$ cat src/rtl/lp_pkg.sv
// Package: shared types for the low-power mode controller.
// Assumes: nothing beyond the standard language.
package lp_pkg;
    typedef enum logic {
        LP_RUN   = 1'b0,
        LP_SLEEP = 1'b1
    } lp_state_e;
endpackage

$ cat src/rtl/lp_edge_detect.sv
// lp_edge_detect: qualifies the sleep request pin with the enable bit and
// flags a rising edge of the combined signal.
// Assumes: inputs are synchronous to clk; history cleared by reset.
module lp_edge_detect (
    input  logic clk,
    input  logic rst_n,
    input  logic lp_req,
    input  logic lp_en,
    output logic rise
);
    logic qual;
    logic qual_q;

    // Request only counts when enabled.
    assign qual = lp_req & lp_en;

    // Keep last cycle's qualified request for edge detection.
    always_ff @(posedge clk) begin
        if (!rst_n) qual_q <= 1'b0;
        else        qual_q <= qual;
    end

    // Rising edge of the qualified request.
    assign rise = qual & ~qual_q;
endmodule

$ cat src/rtl/lp_state_ctrl.sv
// lp_state_ctrl: two-state sleep controller; enters on a qualified edge,
// leaves on any of four exit causes.
// Assumes: rise comes from lp_edge_detect; events are single-cycle pulses.
module lp_state_ctrl
    import lp_pkg::*;
(
    input  logic clk,
    input  logic rst_n,
    input  logic rise,
    input  logic lp_req,
    input  logic lp_en,
    input  logic pb_evt,
    input  logic hr_evt,
    output logic lp_active
);
    lp_state_e state_q;
    lp_state_e state_d;
    logic      exit_any;
    logic      evt_any;

    assign evt_any  = pb_evt | hr_evt;
    // Any one cause, or several together, gives one exit.
    assign exit_any = ~lp_req | ~lp_en | evt_any;

    // Next-state decision.
    always_comb begin
        state_d = state_q;
        case (state_q)
            LP_RUN:   if (rise && !evt_any) state_d = LP_SLEEP;
            LP_SLEEP: if (exit_any)         state_d = LP_RUN;
            default:  state_d = LP_RUN;
        endcase
    end

    // State register.
    always_ff @(posedge clk) begin
        if (!rst_n) state_q <= LP_RUN;
        else        state_q <= state_d;
    end

    assign lp_active = (state_q == LP_SLEEP);

    // Entry needs the qualified request high in the previous cycle.
    assert_entry_qualified_R1: assert property (@(posedge clk) disable iff (!rst_n)
        (lp_active && !$past(lp_active)) |-> $past(lp_req && lp_en && !pb_evt && !hr_evt));

    // Any exit cause while asleep gives an exit at the next clock.
    assert_exit_next_cycle_R3: assert property (@(posedge clk) disable iff (!rst_n)
        (lp_active && (!lp_req || !lp_en || pb_evt || hr_evt)) |=> !lp_active);
endmodule

$ cat src/rtl/lp_vcode_hold.sv
// lp_vcode_hold: holding register for the running core voltage code.
// Writes are taken only while awake, so the pre-entry code is kept.
// Assumes: lp_active is registered state from lp_state_ctrl.
module lp_vcode_hold #(
    parameter int                 VCODE_W   = 6,
    parameter logic [VCODE_W-1:0] RST_VCODE = VCODE_W'(20)
) (
    input  logic               clk,
    input  logic               rst_n,
    input  logic               lp_active,
    input  logic               vcode_wr,
    input  logic [VCODE_W-1:0] vcode_wdata,
    output logic [VCODE_W-1:0] run_vcode
);
    // Update on awake writes; hold through sleep.
    always_ff @(posedge clk) begin
        if (!rst_n)                      run_vcode <= RST_VCODE;
        else if (vcode_wr && !lp_active) run_vcode <= vcode_wdata;
    end

    // The held code is frozen while asleep.
    assert_hold_frozen_R5: assert property (@(posedge clk) disable iff (!rst_n)
        lp_active |=> $stable(run_vcode));
endmodule

$ cat src/rtl/lp_pb_irq.sv
// lp_pb_irq: sticky, maskable push-button interrupt flag with
// write-one-to-clear; a new event wins over a clear.
// Assumes: pb_evt is a single-cycle debounced pulse.
module lp_pb_irq (
    input  logic clk,
    input  logic rst_n,
    input  logic pb_evt,
    input  logic pb_irq_mask,
    input  logic irq_clr,
    output logic pb_irq
);
    logic set_req;

    assign set_req = pb_evt & ~pb_irq_mask;

    // Set has priority over clear.
    always_ff @(posedge clk) begin
        if (!rst_n)       pb_irq <= 1'b0;
        else if (set_req) pb_irq <= 1'b1;
        else if (irq_clr) pb_irq <= 1'b0;
    end

    // Unmasked event always shows up as an interrupt.
    assert_irq_set_R7: assert property (@(posedge clk) disable iff (!rst_n)
        (pb_evt && !pb_irq_mask) |=> pb_irq);

    // Flag holds until cleared.
    assert_irq_sticky_R8: assert property (@(posedge clk) disable iff (!rst_n)
        (pb_irq && !irq_clr) |=> pb_irq);
endmodule

$ cat src/rtl/lp_mode_ctrl.sv
// lp_mode_ctrl: top of the low-power mode controller. Drives the core
// voltage code and enable from sleep state, the reduced code and the
// held running code.
// Assumes: configuration bits are static register outputs; event pulses
// are already debounced and synchronous.
module lp_mode_ctrl #(
    parameter int                 VCODE_W   = 6,
    parameter logic [VCODE_W-1:0] RST_VCODE = VCODE_W'(20)
) (
    input  logic               clk,
    input  logic               rst_n,
    input  logic               lp_req,
    input  logic               lp_en,
    input  logic               core_off,
    input  logic [VCODE_W-1:0] lp_vcode,
    input  logic               vcode_wr,
    input  logic [VCODE_W-1:0] vcode_wdata,
    input  logic               pb_evt,
    input  logic               hr_evt,
    input  logic               pb_irq_mask,
    input  logic               irq_clr,
    output logic [VCODE_W-1:0] core_vcode,
    output logic               core_en,
    output logic               lp_active,
    output logic               pb_irq
);
    logic               rise;
    logic [VCODE_W-1:0] run_vcode;

    lp_edge_detect u_edge (
        .clk    (clk),
        .rst_n  (rst_n),
        .lp_req (lp_req),
        .lp_en  (lp_en),
        .rise   (rise)
    );

    lp_state_ctrl u_state (
        .clk       (clk),
        .rst_n     (rst_n),
        .rise      (rise),
        .lp_req    (lp_req),
        .lp_en     (lp_en),
        .pb_evt    (pb_evt),
        .hr_evt    (hr_evt),
        .lp_active (lp_active)
    );

    lp_vcode_hold #(
        .VCODE_W   (VCODE_W),
        .RST_VCODE (RST_VCODE)
    ) u_hold (
        .clk         (clk),
        .rst_n       (rst_n),
        .lp_active   (lp_active),
        .vcode_wr    (vcode_wr),
        .vcode_wdata (vcode_wdata),
        .run_vcode   (run_vcode)
    );

    lp_pb_irq u_irq (
        .clk         (clk),
        .rst_n       (rst_n),
        .pb_evt      (pb_evt),
        .pb_irq_mask (pb_irq_mask),
        .irq_clr     (irq_clr),
        .pb_irq      (pb_irq)
    );

    // Output selection: reduced code / off while asleep, held code awake.
    always_comb begin
        core_vcode = lp_active ? lp_vcode : run_vcode;
        core_en    = ~(lp_active & core_off);
    end
endmodule

$ cat config.mk
export PLATFORM = sky130hd
export DESIGN_NAME = lp_mode_ctrl
export DESIGN_NICKNAME = d
export VERILOG_FILES = /design/src/rtl/lp_pkg.sv /design/src/rtl/lp_edge_detect.sv /design/src/rtl/lp_state_ctrl.sv /design/src/rtl/lp_vcode_hold.sv /design/src/rtl/lp_pb_irq.sv /design/src/rtl/lp_mode_ctrl.sv
export SDC_FILE = /design/constraint.sdc
export NUM_CORES = 1
export LEC_CHECK = 0
export BUFFER_PORTS_ARGS = -buffer_cell sky130_fd_sc_hd__buf_2
export CORE_MARGIN = 2
export CORE_UTILIZATION = 34
export CTS_BUF_LIST = sky130_fd_sc_hd__clkbuf_16
export CTS_CLUSTER_DIAMETER = 200
export DETAILED_ROUTE_END_ITERATION = 16
export PLACE_DENSITY_LB_ADDON = 0.25
export SYNTH_ARGS = -nofsm -noshare
export SYNTH_HDL_FRONTEND = slang
export SYNTH_SLANG_ARGS = --single-unit
$ cat constraint.sdc
create_clock -name clk -period 1 [get_ports clk]
set_clock_uncertainty 0.15 [all_clocks]
set_input_delay 0.15 -clock clk [delete_from_list [all_inputs] [get_ports clk]]
set_output_delay 0.15 -clock clk [all_outputs]
set_load 0.05 [all_outputs]
Yosys cells after proc, flatten, opt, wreduce, memory -nomap -nowiden --
Cells that the tools add are included.
Word-level totals: register bits after elaboration 9, latch bits 0, bits in writable memories 0, bits in read-only memories 0, bits of input ports 22, output and inout bits 9, word-level logic and storage cells 28, memories 0
Cells by class: add/subtract/negate cells 0, multiply operators 0, div/mod/pow operators 0, magnitude comparators 0, equal/unequal tests 0, shifts and indexed selects 0, multiplexer cells 6, bitwise operators 13, reductions and logical operators 5
Operators with widths (number):
- $mux W6 | 1
- $not A1 Y1 | 6
- $and A1 B1 Y1 | 4
- $mux W1 | 4
- $or A1 B1 Y1 | 3
- $logic_and A1 B1 Y1 | 2
- $logic_not A1 Y1 | 2
- $pmux W1 S2 | 1
- $reduce_bool A2 Y1 | 1

Logic depth before layout (Yosys ltp) --
Gate-level depths: netlist of the first run.
depth after elaboration 5, depth in mapped cells 3, depth with buffers taken out 2

By module --
From an unflattened synthesis of the first run, not the netlist that was laid out.
Second synthesis, totals: cells, all modules 47, area, all modules 491.7 um2
By module, submodules not included:
- lp_vcode_hold | instances 1, cells each 27, area an instance 257.7 um2, sequential area each 120.1 um2
- lp_mode_ctrl | instances 1, cells each 8, area an instance 105.1 um2, sequential area each 0.0 um2
- lp_state_ctrl | instances 1, cells each 5, area an instance 50.0 um2, sequential area each 20.0 um2
- lp_pb_irq | instances 1, cells each 4, area an instance 43.8 um2, sequential area each 20.0 um2
- lp_edge_detect | instances 1, cells each 3, area an instance 35.0 um2, sequential area each 20.0 um2

Worst setup path before layout of the first run --
OpenSTA, ideal clock, no wires.
path kind register -> output, start point register u_state.state_q (netlist: u_state.lp_active), end point output core_vcode[2], arrival time 1.820 ns, required time 0.700 ns, slack -1.120 ns, stages on the path, launching flop included 3, path buffers 1, cell sequence dfxtp_1 buf_6 o21ai_0
Between the ends: cells in the longest elaborated chain, start to end 1
Ends and longest elaborated chain:
- start: declaration | line lp_state_ctrl.sv:16 | lp_state_e state_q;
- start signal: assignment | line lp_state_ctrl.sv:38 | else state_q <= state_d;
- $mux W6 | line lp_mode_ctrl.sv:72 | core_vcode = lp_active ? lp_vcode : run_vcode;
- end: declaration | line lp_mode_ctrl.sv:22 | output logic [VCODE_W-1:0] core_vcode,
Every way passes these cells.

Worst setup path after layout of the first run --
start point register u_state.state_q (netlist: u_state.lp_active), end point output core_vcode[4]
The elaborated chain is that of the path after synthesis.

==> results.json, run 1 <==
{
  "cts_tree": "built",
  "dp_hpwl_um": 708.4,
  "netlist_area_um2": 446.7,
  "first_pass_iters": 2,
  "r2r-end": "u_hold.run_vcode[1]$_SDFFE_PN0P_",
  "drt_iter0_markers": 4,
  "hp-start": "hr_evt",
  "dr_wl_met2_um": 560,
  "m1WireLength_um": 469,
  "max_freq_mhz": 698.8,
  "drv_slew": 0,
  "netlist_instances": 46,
  "clock_sinks": 9,
  "fill_cells": 98,
  "min_path_cells": 2,
  "path_class": "flop to output pin",
  "rows": 13,
  "worstPathRequired_ns": 0.70,
  "layout_min_cycle_time_ns": 1.431,
  "ff2ff_path_depth": 5,
  "grt_pass1_vias": 368,
  "grt_max_degree": 12,
  "vias": 459,
  "pin_count": 31,
  "worstSetupEndpointType": "output pin",
  "synth_seq_cells": 9,
  "grt_overflow_total": 0,
  "initial_utilization_pct": 35.21,
  "core_mm2": 0.001269,
  "cp_common_cell": "buf_6",
  "io_buffers": 30,
  "clkTransAtPathRegs_ns": 0.04,
  "seq_area_frac_synth_pct": 40.34,
  "timing.final.crit_share_pct": 143.1,
  "p_per_area_mw_per_mm2": 1584,
  "place_area_um2": 668.1,
  "die_area_mm2": 0.001620,
  "hold_viol": 1,
  "ir_drop_v": 0.001240,
  "cpPeakStageDelay_ns": 0.37,
  "cpMaxStageDelayCell": "dfxtp_4",
  "routedWlPerCell_um": 11.05,
  "violations": "negative hold slack, negative setup slack",
  "antenna_cells": 0,
  "die_h_um": 40.25,
  "ys_types": 16,
  "cp.arrival_ns": 1.13,
  "leakagePower_nw": 0.4280,
  "hold_class": "input port to flop",
  "routed_wirelength_um": 1116,
  "post-route-util_pct": 67.65,
  "grt.total_usage_pct": 15.27,
  "hold_ws_ns": -0.07063,
  "r2r_slack_ns": -0.35,
  "clk_path_buf_depth": 2,
  "syn-num-nets": 68,
  "cts_made_buffers": 3,
  "cp_top_family": "buffers and inverters",
  "clk_latency_ns": 0.23,
  "ys.warnings.count": 0,
  "h-tree-depth": 1,
  "fin_area_um2": 858.3,
  "path_cells": "buf_6 -> buf_6 -> o21ai_4 -> buf_6",
  "finalSetupTns_ns": -5.109,
  "r2r-start": "u_state.lp_active$_SDFF_PN0_",
  "fp.dieW_um": 40.25,
  "syn_area_per_cell_um2": 9.710,
  "vias_per_cell": 4.545,
  "wl_met3_um": 86,
  "top_layer_used": "met3",
  "start_kind": "flop",
  "setup_violations": 16,
  "status": "complete, but fails checks",
  "nNetsFinal": 109,
  "drc": 0,
  "slew_headroom_pct": 89.78,
  "hold_end": "u_state.lp_active$_SDFF_PN0_",
  "clk_root_buffer_cell": "clkbuf_16",
  "syn2layout_area_growth_pct": 92.16,
  "cp_max_fo": 6,
  "drive_above_1_share_pct": 61.63,
  "grt_pass1_wl_um": 1545,
  "postRouteAntennaNets": 0,
  "antenna_found_initial": 0,
  "layout_setup_ws_ns": -0.4311,
  "rsz0062_at_grt": "yes",
  "pre_cts_slack_ns": -0.2744,
  "drv_cap": 0,
  "tightest_slew_ns": 0.1491,
  "gp_congestion": 0.6676,
  "cp.buffers_inverters": 3
}
[synthesized netlist by cell type]
master     n  area share, %
a21boi_0   1            1.7
dfxtp_1    9             40
o211ai_1   2            3.4
nand3b_1   2            3.4
buf_2      1            1.1
nand2b_1   2            2.8
nor4b_2    1            3.4
mux2_4     3             10
nand2_1   11            9.2
o21ai_0    2            2.2
mux2i_1    4            9.0
buf_6      2            5.0
inv_1      2            1.7
and3_1     1            1.4
mux2_2     1            2.5
nor2b_1    2            2.8
[power by group]
part	total (mW)	switching [mW]	internal [mW]	leakage, nW
clock	0.687	0.165	0.522	0.0423
sequential	0.390	0.0106	0.380	0.0754
combinational	0.282	0.142	0.139	0.310
total	1.36	0.318	1.04	0.428
[flip-flops by register name, summed over array words and instances, names as in the netlist]
register and cells:
u_irq.pb_irq 1, u_edge.qual_q 1, u_state.lp_active 1, u_hold.run_vcode 6
[stage by stage]
stage / cells / power (mW)
2_1_floorplan: 46 / 0.5496
3_3_place_gp: 95 / 0.6249
3_5_place_dp: 95 / 0.6281
4_1_cts: 101 / 1.360
5_1_grt: 101 / 1.421
6_report: 101 / 1.359
[repair_timing]
action	CTS	global route
gates resized for setup	28	2
endpoints found under the setup margin	16	16
setup buffers	2	0
endpoints found under the hold margin	1	1
[logic make-up (layout without fill, tap and decap cells)]
family | count (synthesis) | after routing | share of synthesized area (%)
simple gates | 19 | 19 | 22.97
flops | 9 | 9 | 40.34
mux | 8 | 8 | 21.57
compound gates | 5 | 5 | 7.283
buf+inv | 5 | 45 | 7.842
[per-layer routing]
layer  track usage, %  up-vias
met5                0        -
met4            2.500        0
met3            6.667        0
met2            26.21       21
met1            17.73      204
li1                 -      234
[area by class of cell]
cell class                 count  area, um^2  share of cell area (%)
clock buffer                   3       75.07                   8.746
clock inverter                 1       3.754                  0.4373
inverter                       2       7.507                  0.8746
multi-input combinational     32       267.8                   31.20
sequential                     9       185.2                   21.57
tap                           15       18.77                   2.187
timing repair buffer          39       300.3                   34.99
[how the worst max path moves through the flow]
stage,startpoint,endpoint,cells after the start
floorplan,u_state.lp_active$_SDFF_PN0_,core_vcode[1],2
global placement,u_state.lp_active$_SDFF_PN0_,core_vcode[0],2
detailed placement,u_state.lp_active$_SDFF_PN0_,u_hold.run_vcode[1]$_SDFFE_PN0P_,4
CTS,u_state.lp_active$_SDFF_PN0_,core_vcode[4],4
global route,u_state.lp_active$_SDFF_PN0_,core_vcode[4],4
finish,u_state.lp_active$_SDFF_PN0_,core_vcode[4],4
[cells in the final DEF (no fill, tap or decap), drive strengths merged]
cell type | synthesis | final
a21boi | 1 | 1
and3 | 1 | 1
buf | 3 | 39
clkbuf | 0 | 3
dfxtp | 9 | 9
inv | 2 | 3
mux2 | 4 | 4
mux2i | 4 | 4
nand2 | 11 | 11
nand2b | 2 | 2
nand3b | 2 | 2
nor2b | 2 | 2
nor4b | 1 | 1
o211ai | 2 | 2
o21ai | 2 | 2
Note: power is estimated with default switching activity, not from simulation.
==> run 2, diff against run 1 <==
--- a/config.mk
+++ b/config.mk
@@ -11,7 +11,7 @@
 export CTS_BUF_LIST = sky130_fd_sc_hd__clkbuf_16
 export CTS_CLUSTER_DIAMETER = 200
 export DETAILED_ROUTE_END_ITERATION = 16
-export PLACE_DENSITY_LB_ADDON = 0.25
+export PLACE_DENSITY = 0.7
 export SYNTH_ARGS = -nofsm -noshare
 export SYNTH_HDL_FRONTEND = slang
 export SYNTH_SLANG_ARGS = --single-unit
==> results.json, run 2 (same netlist as run 1, synthesis figures left out) <==
{
  "cp_top_family": "flip-flops",
  "r2r-start": "u_state.lp_active$_SDFF_PN0_",
  "hold_ws_ns": -0.05199,
  "drc": 0,
  "layout_min_cycle_time_ns": 1.438,
  "grt_pass1_wl_um": 1725,
  "die_area_mm2": 0.001620,
  "leakagePower_nw": 0.4520,
  "clock_sinks": 9,
  "h-tree-depth": 1,
  "die_h_um": 40.25,
  "syn2layout_area_growth_pct": 103.6,
  "routed_wirelength_um": 1147,
  "ir_drop_v": 0.001337,
  "fin_area_um2": 909.6,
  "fin_cells": 104,
  "violations": "negative hold slack, negative setup slack",
  "max_freq_mhz": 695.5,
  "vias_per_cell": 4.558,
  "core_mm2": 0.001269,
  "tightest_slew_ns": 0.2052,
  "setup_violations": 16,
  "path_class": "flop to output pin",
  "min_path_cells": 2,
  "top_layer_used": "met4",
  "first_pass_iters": 3,
  "largest_reg_flops": 6,
  "clk_path_buf_depth": 2,
  "crit_path_start": "u_state.lp_active$_SDFF_PN0_",
  "antenna_cells": 0,
  "r2r_slack_ns": -0.37,
  "cpPeakStageDelay_ns": 0.39,
  "ff2ff_path_depth": 6,
  "placed_cells": 94,
  "grt_max_degree": 12,
  "fill_cells": 87,
  "post-route-util_pct": 71.70,
  "r2r-end": "u_hold.run_vcode[5]$_SDFFE_PN0P_",
  "rsz0062_at_grt": "yes",
  "grt_overflow_total": 0,
  "hold_end": "u_state.lp_active$_SDFF_PN0_",
  "timing.final.crit_share_pct": 143.8,
  "io_buffers": 30,
  "p_per_area_mw_per_mm2": 1497,
  "clkTransAtPathRegs_ns": 0.04,
  "drive_above_1_share_pct": 62.92,
  "clk_root_buffer_cell": "clkbuf_16",
  "largest_register": "u_hold.run_vcode",
  "final_cell_mix": "buf_2, buf_6, nand2_1, dfxtp_1",
  "cts_tree": "built",
  "grt_pass1_vias": 455,
  "m1WireLength_um": 470,
  "place_area_um2": 660.6,
  "clk_latency_ns": 0.23,
  "dr_wl_met2_um": 545,
  "path_cells": "mux2_2 -> buf_6",
  "gp_congestion": 0.6444,
  "hold_class": "input port to flop",
  "drv_slew": 0,
  "start_kind": "flop",
  "status": "complete, but fails checks",
  "worstSetupEndpointType": "output pin",
  "hp-start": "hr_evt",
  "cpMaxStageDelayCell": "dfxtp_4",
  "vias": 474,
  "slew_headroom_pct": 86.26,
  "postRouteAntennaNets": 0,
  "drt_iter0_markers": 6,
  "dp_hpwl_um": 720.3,
  "antenna_found_initial": 0,
  "final_common_cell": "buf_2",
  "cp_max_fo": 6,
  "pin_count": 31,
  "layout_setup_ws_ns": -0.4379,
  "cp.arrival_ns": 1.14,
  "routedWlPerCell_um": 11.03,
  "rows": 13,
  "worstPathRequired_ns": 0.70,
  "wl_met3_um": 123,
  "nNetsFinal": 112,
  "initial_utilization_pct": 35.21,
  "cts_made_buffers": 3,
  "cp.buffers_inverters": 1,
  "drv_cap": 0,
  "hold_viol": 1,
  "fp.dieW_um": 40.25,
  "grt.total_usage_pct": 17.20
}
-- run 2: how the worst max path moves through the flow --
| stage | to | depth (start not counted) | slack (ns) |
|---|---|---|---|
| after detailed placement | core_vcode[0] | 2 | -0.28 |
| after CTS | core_vcode[0] | 2 | -0.44 |
| after floorplan | core_vcode[1] | 2 | -0.29 |
| after global routing | core_vcode[4] | 4 | -0.47 |
| final | core_vcode[0] | 2 | -0.44 |
| after global placement | core_vcode[0] | 2 | -0.28 |
-- run 2: per-stage QoR --
| stage | TNS (ns) | power (mW) | hold WS [ns] | setup WS [ns] |
|---|---|---|---|---|
| after CTS | -5.782 | 1.364 | -0.07291 | -0.4361 |
| after global placement | -1.779 | 0.6209 | 0.1673 | -0.2774 |
| after floorplan | -1.998 | 0.5496 | 0.06201 | -0.2930 |
| after global routing | -6.337 | 1.427 | -0.04683 | -0.4701 |
| after detailed placement | -1.980 | 0.6236 | 0.1713 | -0.2836 |
| final | -5.643 | 1.362 | -0.05199 | -0.4379 |
-- run 2: repair_timing --
action	CTS	global route
buffers inserted	6	0
setup endpoints to repair	16	16
endpoints found under the hold margin	1	1
pin swaps	0	1
cloned	0	0
resized for setup	30	7
-- run 2: layer usage --
| metal | global-route usage [%] | vias up |
|---|---|---|
| met4 | 10.00 | 0 |
| met2 | 29.44 | 24 |
| li1 | - | 241 |
| met3 | 8.333 | 2 |
| met1 | 16.67 | 207 |
| met5 | 0 | - |
-- run 2: power by group --
part	total, mW	internal (mW)	leakage [nW]	switching (mW)
sequential	0.391	0.380	0.0754	0.0109
clock	0.688	0.522	0.0423	0.167
combinational	0.283	0.139	0.334	0.143
total	1.36	1.04	0.452	0.321
-- run 2: cell type report --
| class | instances | area, um^2 | share of cell area (%) |
|---|---|---|---|
| clock buffer | 3 | 75.07 | 8.253 |
| clock inverter | 1 | 3.754 | 0.4127 |
| inverter | 2 | 7.507 | 0.8253 |
| multi-input combinational | 32 | 277.8 | 30.54 |
| sequential | 9 | 185.2 | 20.36 |
| tap | 15 | 18.77 | 2.063 |
| timing repair buffer | 42 | 341.6 | 37.55 |
